===== config.mk =====
export PLATFORM = sky130hd
export DESIGN_NAME = hdlc_rx_status
export DESIGN_NICKNAME = d
export VERILOG_FILES = /design/src/rtl/hdlc_rx_status.sv
export SDC_FILE = /design/constraint.sdc
export NUM_CORES = 1
export LEC_CHECK = 0
export CORE_ASPECT_RATIO = 1.4
export CORE_MARGIN = 2
export CORE_UTILIZATION = 50
export DETAILED_ROUTE_END_ITERATION = 10
export DONT_BUFFER_PORTS = 1
export GPL_ROUTABILITY_DRIVEN = 0
export GPL_TIMING_DRIVEN = 0
export PLACE_DENSITY = 0.72
export REMOVE_ABC_BUFFERS = 1
export SETUP_SLACK_MARGIN = 0.05
export SLEW_MARGIN = 30
export SYNTH_ARGS = -nofsm -noshare
export SYNTH_HDL_FRONTEND = slang
export SYNTH_SLANG_ARGS = --single-unit

===== constraint.sdc =====
create_clock -name clk -period 4.8 [get_ports clk]
set_input_delay 0 -clock clk [delete_from_list [all_inputs] [get_ports clk]]
set_output_delay 0 -clock clk [all_outputs]
set_load 0.02 [all_outputs]

===== src/rtl/hdlc_rx_status.sv =====
module hdlc_rx_status #(
  parameter logic [7:0]  GRP0     = 8'hFE,
  parameter logic [7:0]  GRP1     = 8'hFC,
  parameter logic [15:0] POLY     = 16'h8408,
  parameter logic [15:0] RESIDUE  = 16'hF0B8,
  parameter logic [7:0]  STAT_RST = 8'h0E
) (
  input  logic       clk,
  input  logic       rst_n,
  input  logic       rx_en,
  input  logic       rx_bit,
  input  logic       addr_chk,
  input  logic [7:0] hi_addr1,
  input  logic [7:0] hi_addr2,
  input  logic       fifo_full,
  output logic       wr_en,
  output logic [7:0] wr_data,
  output logic       stat_vld,
  output logic [7:0] stat_byte
);

  logic [2:0]  ones;
  logic [5:0]  dly;
  logic [2:0]  fill;
  logic        in_frm, acc, ovf, cr, la;
  logic [15:0] crc;
  logic [2:0]  bcnt;
  logic [1:0]  nb, code;
  logic [7:0]  sr;

  wire        push      = rx_en && in_frm && (ones < 3'd5);
  wire        commit    = push && (fill == 3'd6);
  wire        cbit      = dly[0];
  wire        flag_hit  = rx_en && (ones == 3'd6) && !rx_bit;
  wire        abort_hit = rx_en && (ones == 3'd6) && rx_bit;
  wire [7:0]  byte_n    = {cbit, sr[7:1]};
  wire        byte_done = commit && (bcnt == 3'd7);
  wire        first     = byte_done && (nb == 2'd0);
  wire        m1        = byte_n == hi_addr1;
  wire        m2        = byte_n == hi_addr2;
  wire        mg        = (byte_n == GRP0) || (byte_n == GRP1);
  wire        hit       = !addr_chk || m1 || m2 || mg;
  wire [1:0]  code_n    = !addr_chk ? 2'b11 : m1 ? 2'b10 : m2 ? 2'b00 : 2'b01;
  wire [15:0] crc_n     = {1'b0, crc[15:1]} ^ ({16{crc[0] ^ cbit}} & POLY);
  wire        crc_ok    = crc == RESIDUE;

  always_ff @(posedge clk or negedge rst_n) begin
    if (!rst_n) begin
      ones      <= '0;
      dly       <= '0;
      fill      <= '0;
      in_frm    <= 1'b0;
      acc       <= 1'b0;
      ovf       <= 1'b0;
      cr        <= 1'b0;
      la        <= 1'b0;
      crc       <= '1;
      bcnt      <= '0;
      nb        <= '0;
      code      <= 2'b11;
      sr        <= '0;
      wr_en     <= 1'b0;
      wr_data   <= '0;
      stat_vld  <= 1'b0;
      stat_byte <= STAT_RST;
    end else begin
      wr_en    <= 1'b0;
      stat_vld <= 1'b0;
      if (rx_en) ones <= rx_bit ? ((ones == 3'd7) ? 3'd7 : ones + 3'd1) : 3'd0;
      if (push) begin
        dly <= {rx_bit, dly[5:1]};
        if (fill != 3'd6) fill <= fill + 3'd1;
      end
      if (commit) begin
        crc  <= crc_n;
        sr   <= byte_n;
        bcnt <= bcnt + 3'd1;
      end
      if (byte_done) begin
        nb <= (nb == 2'd2) ? 2'd2 : nb + 2'd1;
        if (nb == 2'd1) la <= byte_n[0];
        if (first) begin
          cr   <= byte_n[1];
          code <= code_n;
          if (hit && !fifo_full) begin
            acc     <= 1'b1;
            wr_en   <= 1'b1;
            wr_data <= byte_n;
          end
        end else if (acc) begin
          if (fifo_full) ovf <= 1'b1;
          else begin
            wr_en   <= 1'b1;
            wr_data <= byte_n;
          end
        end
      end
      if (flag_hit) begin
        if (in_frm && acc) begin
          stat_vld  <= 1'b1;
          stat_byte <= {bcnt == 3'd0, ovf, crc_ok, 1'b0, code, cr, la};
        end
        in_frm <= 1'b1;
        fill   <= '0;
        crc    <= '1;
        bcnt   <= '0;
        nb     <= '0;
        acc    <= 1'b0;
        ovf    <= 1'b0;
        cr     <= 1'b0;
        la     <= 1'b0;
        code   <= 2'b11;
      end
      if (abort_hit) begin
        if (in_frm && acc) begin
          stat_vld  <= 1'b1;
          stat_byte <= {1'b0, ovf, 1'b0, 1'b1, code, cr, la};
        end
        in_frm <= 1'b0;
      end
    end
  end


  wr_gap_chk: assert property (@(posedge clk) disable iff (!rst_n) wr_en |=> !wr_en);


  wr_src_chk: assert property (@(posedge clk) disable iff (!rst_n) wr_en |-> $past(rx_en));


  stat_excl_chk: assert property (@(posedge clk) disable iff (!rst_n) !(wr_en && stat_vld));


  stat_hold_chk: assert property (@(posedge clk) disable iff (!rst_n) !stat_vld |-> $stable(stat_byte));


  flag_end_chk: assert property (@(posedge clk) disable iff (!rst_n)
    (stat_vld && !stat_byte[4]) |-> ($past(rx_en) && !$past(rx_bit)));


  abort_end_chk: assert property (@(posedge clk) disable iff (!rst_n)
    (stat_vld && stat_byte[4]) |-> ($past(rx_en) && $past(rx_bit) && !stat_byte[7] && !stat_byte[5]));

endmodule


==> impl_metrics.env <==
export IMPL_worstHoldPathCells=3
export IMPL_post_cts_buffers=0
export IMPL_clock_skew_ns=0.007322
export IMPL_drtIter0Drc=174
export IMPL_antenna_diode_count=0
export IMPL_hold_path_startpoint="rx_en"
export IMPL_grt_total_usage=0.1963
export IMPL_dp_hpwl_mm=4.048
export IMPL_final_util=0.5635
export IMPL_finalSetupTns_ns=0
export IMPL_setup_violations=0
export IMPL_dr_pass1_iters=4
export IMPL_final_antenna_net_count=0
export IMPL_r2r_worst_path_cells=7
export IMPL_clock_sinks=65
export IMPL_rr_startpoint="fill[0]"
export IMPL_cpMaxStageDelayCell="nor4b_4"
export IMPL_grt_pass1_wl_mm=10.56
export IMPL_status="finished clean"
export IMPL_peakVddDrop_mv=0.1519
export IMPL_crit_type="reg -> reg"
export IMPL_layout_min_cycle_time_ns=2.233
export IMPL_slowest_delay_ns=0.41
export IMPL_leakage_nw=1.592
export IMPL_synth_seq_cells=65
export IMPL_dpl_cell_area_mm2=0.003126
export IMPL_layout_worst_path_cycle_share=0.4652
export IMPL_start_kind="register"
export IMPL_worstHoldEndpoint="dly[2]"
export IMPL_drc_errors=0
export IMPL_worstMarginPinSlew_ns=0.7160
export IMPL_hold_viol=0
export IMPL_wl_per_cell_um=15.90
export IMPL_cts_tree="yes"
export IMPL_fin_cells=391
export IMPL_cts_htree_levels=3
export IMPL_worstSkewPairLatency_ns=0.34
export IMPL_start_util=0.5074
export IMPL_powerDensity_mw_per_mm2=423.9
export IMPL_antenna_found_initial=0
export IMPL_rrSetupSlack_ns=2.57
export IMPL_core_area_mm2=0.006126
export IMPL_dp_cells=367
export IMPL_required_ns=5.03
export IMPL_pin_count=40
export IMPL_die_w_um=70.64
export IMPL_fp_row_count=34
export IMPL_chipHeight_um=97.29
export IMPL_synth_seq_area_share=0.5318
export IMPL_ctsHoldBuffers=7
export IMPL_max_slew_margin=0.5227
export IMPL_vias_per_cell=5.604
export IMPL_numCtsBuffers=9
export IMPL_path_cells="inv_1 > ha_1 > nand4_4 > nand2b_4 > nor4b_4 > o31ai_4 > a22o_1"
export IMPL_overflow=0
export IMPL_netlist_area_mm2=0.003108
export IMPL_arrival_ns=2.46
export IMPL_numPortBuffers=0
export IMPL_area_growth_pct=11.07
export IMPL_num_vias=2191
export IMPL_cp_max_fo=31
export IMPL_rsz0062_at_grt="no"
export IMPL_cts_clk_slew_worst_paths_ns=0.07
export IMPL_drive_gt1_frac=0.1661
export IMPL_cts_root_buf="clkbuf_8"
export IMPL_synth_cell_types=39
export IMPL_cts_resized=0
export IMPL_drv_slew=0
export IMPL_max_cap_violations=0
export IMPL_postSynthAreaPerCell_um2=9.961
export IMPL_nNetsFinal=346
export IMPL_cts_buffer_depth=2
export IMPL_die_area_mm2=0.006872
export IMPL_grt_pass1_vias=2214
export IMPL_fillers=531
export IMPL_drt_wl_total_mm=6.217
export IMPL_endpoint_kind="register"
export IMPL_grt_max_degree=66
export IMPL_clock_fmax_mhz=447.8
export IMPL_yosys_warnings=0
export IMPL_reg2reg_to="wr_data[4]"
export IMPL_final_cell_area_mm2=0.003452
export IMPL_syn_inst=312
export IMPL_hold_class="in -> reg"
## cell usage in the layout, fill, tap and decap left out, drive strengths merged
cell	synthesis	layout
dfstp	21	21
a31oi	1	1
mux2i	3	3
xor2	2	2
nor2	14	14
a21oi	8	8
and3	3	3
nand2	84	84
dlygate4sd3	0	7
o31ai	1	1
mux2	7	7
nand2b	2	2
o211ai	3	3
ha	10	10
o21ai	10	10
nand3b	1	1
inv	12	12
o31a	1	1
bufinv	0	1
a22o	8	8
o22ai	1	1
dfrtp	44	44
clkbuf	14	15
nor4b	2	2
nor2b	2	2
nand3	22	22
nand4	7	7
nor4	2	2
a311oi	1	1
buf	3	1
o21a	1	1
nor3	3	3
xnor2	19	19
## power breakdown
part,switching (mW),leakage (nW),internal (mW)
registers,0.0751,0.817,0.674
clock network,0.200,0.116,0.311
logic,0.111,0.659,0.0918
## sequential cells by signal, summed over array words and instances (netlist names)
signal and count:
acc 1, bcnt 3, code 2, cr 1, crc 16, dly 6
fill 3, in_frm 1, la 1, nb 2, ones 3, ovf 1
sr 7, stat_byte 8, stat_vld 1, wr_data 8, wr_en 1
## cells in the mapped netlist (all sizes together)
cell type | instances | area share
a21oi | 8 | 0.013
a22o | 8 | 0.023
a311oi | 1 | 0.0028
a31oi | 1 | 0.0020
and3 | 3 | 0.0060
buf | 3 | 0.0056
clkbuf | 14 | 0.019
dfrtp | 44 | 0.35
dfstp | 21 | 0.18
ha | 10 | 0.040
inv | 12 | 0.014
mux2 | 7 | 0.025
mux2i | 3 | 0.0097
nand2 | 84 | 0.10
nand2b | 2 | 0.0064
nand3 | 22 | 0.035
nand3b | 1 | 0.0024
nand4 | 7 | 0.019
nor2 | 14 | 0.019
nor2b | 2 | 0.0040
nor3 | 3 | 0.0085
nor4 | 2 | 0.0040
nor4b | 2 | 0.010
o211ai | 3 | 0.0072
o21a | 1 | 0.0024
o21ai | 10 | 0.016
o22ai | 1 | 0.0020
o31a | 1 | 0.0032
o31ai | 1 | 0.0068
xnor2 | 19 | 0.054
xor2 | 2 | 0.0056
## worst max-delay path: cells and delay by family (launching register included)
kind / cells / cell delay [ns]
buffers and inverters: 1 / 0.09
DFF: 1 / 0.38
adders and majority gates: 1 / 0.24
AOI/OAI and AO/OA: 2 / 0.46
and+or+nand+nor: 3 / 0.94
## area by class of cell
| type | count | area, µm² | share of cell area |
|---|---|---|---|
| clock buffers | 15 | 196.4 | 0.05690 |
| inverters | 12 | 45.04 | 0.01305 |
| repair buffers | 8 | 97.59 | 0.02827 |
| multi-input cells | 218 | 1340 | 0.3882 |
| flip-flops and latches | 65 | 1653 | 0.4788 |
| well taps | 72 | 90.09 | 0.02610 |
| clock inverters | 1 | 30.03 | 0.008699 |
## worst max-delay path by stage
stage	from	endpoint	cells after the start
after global placement	fill[0]	la	7
after floorplan	fill[0]	wr_data[0]	7
after global routing	fill[0]	wr_data[7]	7
after CTS	fill[0]	wr_data[1]	7
after detailed placement	fill[0]	wr_data[2]	7
final	fill[0]	wr_data[4]	7
## per-layer routing
metal	track usage	routed length, µm	vias to the layer above	share of wire
li1	-	-	1041	-
met1	0.2306	2520	1079	0.41
met2	0.3266	3216	65	0.52
met3	0.06950	415	6	0.067
met4	0.07692	65	0	0.010
met5	0	0	-	0
## per-stage QoR
| stage | power, mW | hold WS, ns | worst slack (ns) |
|---|---|---|---|
| after floorplan | 0.8934 | -0.2956 | 2.852 |
| after global placement | 0.9265 | -0.2943 | 2.416 |
| after detailed placement | 0.9426 | -0.2940 | 2.562 |
| after CTS | 1.477 | 0.03394 | 2.542 |
| after global routing | 1.548 | 0.05713 | 2.426 |
| final | 1.463 | 0.03959 | 2.567 |
## logic make-up (layout without fill, tap and decap cells)
group | after synthesis | after routing | synth area share
compound gates | 35 | 35 | 0.07810
xor+xnor | 21 | 21 | 0.05918
fa+ha+maj | 10 | 10 | 0.04026
buf+inv | 29 | 36 | 0.03945
flops | 65 | 65 | 0.5318
mux | 10 | 10 | 0.03503
simple gates | 142 | 142 | 0.2162
No activity file was read; power rests on OpenSTA's default activity.
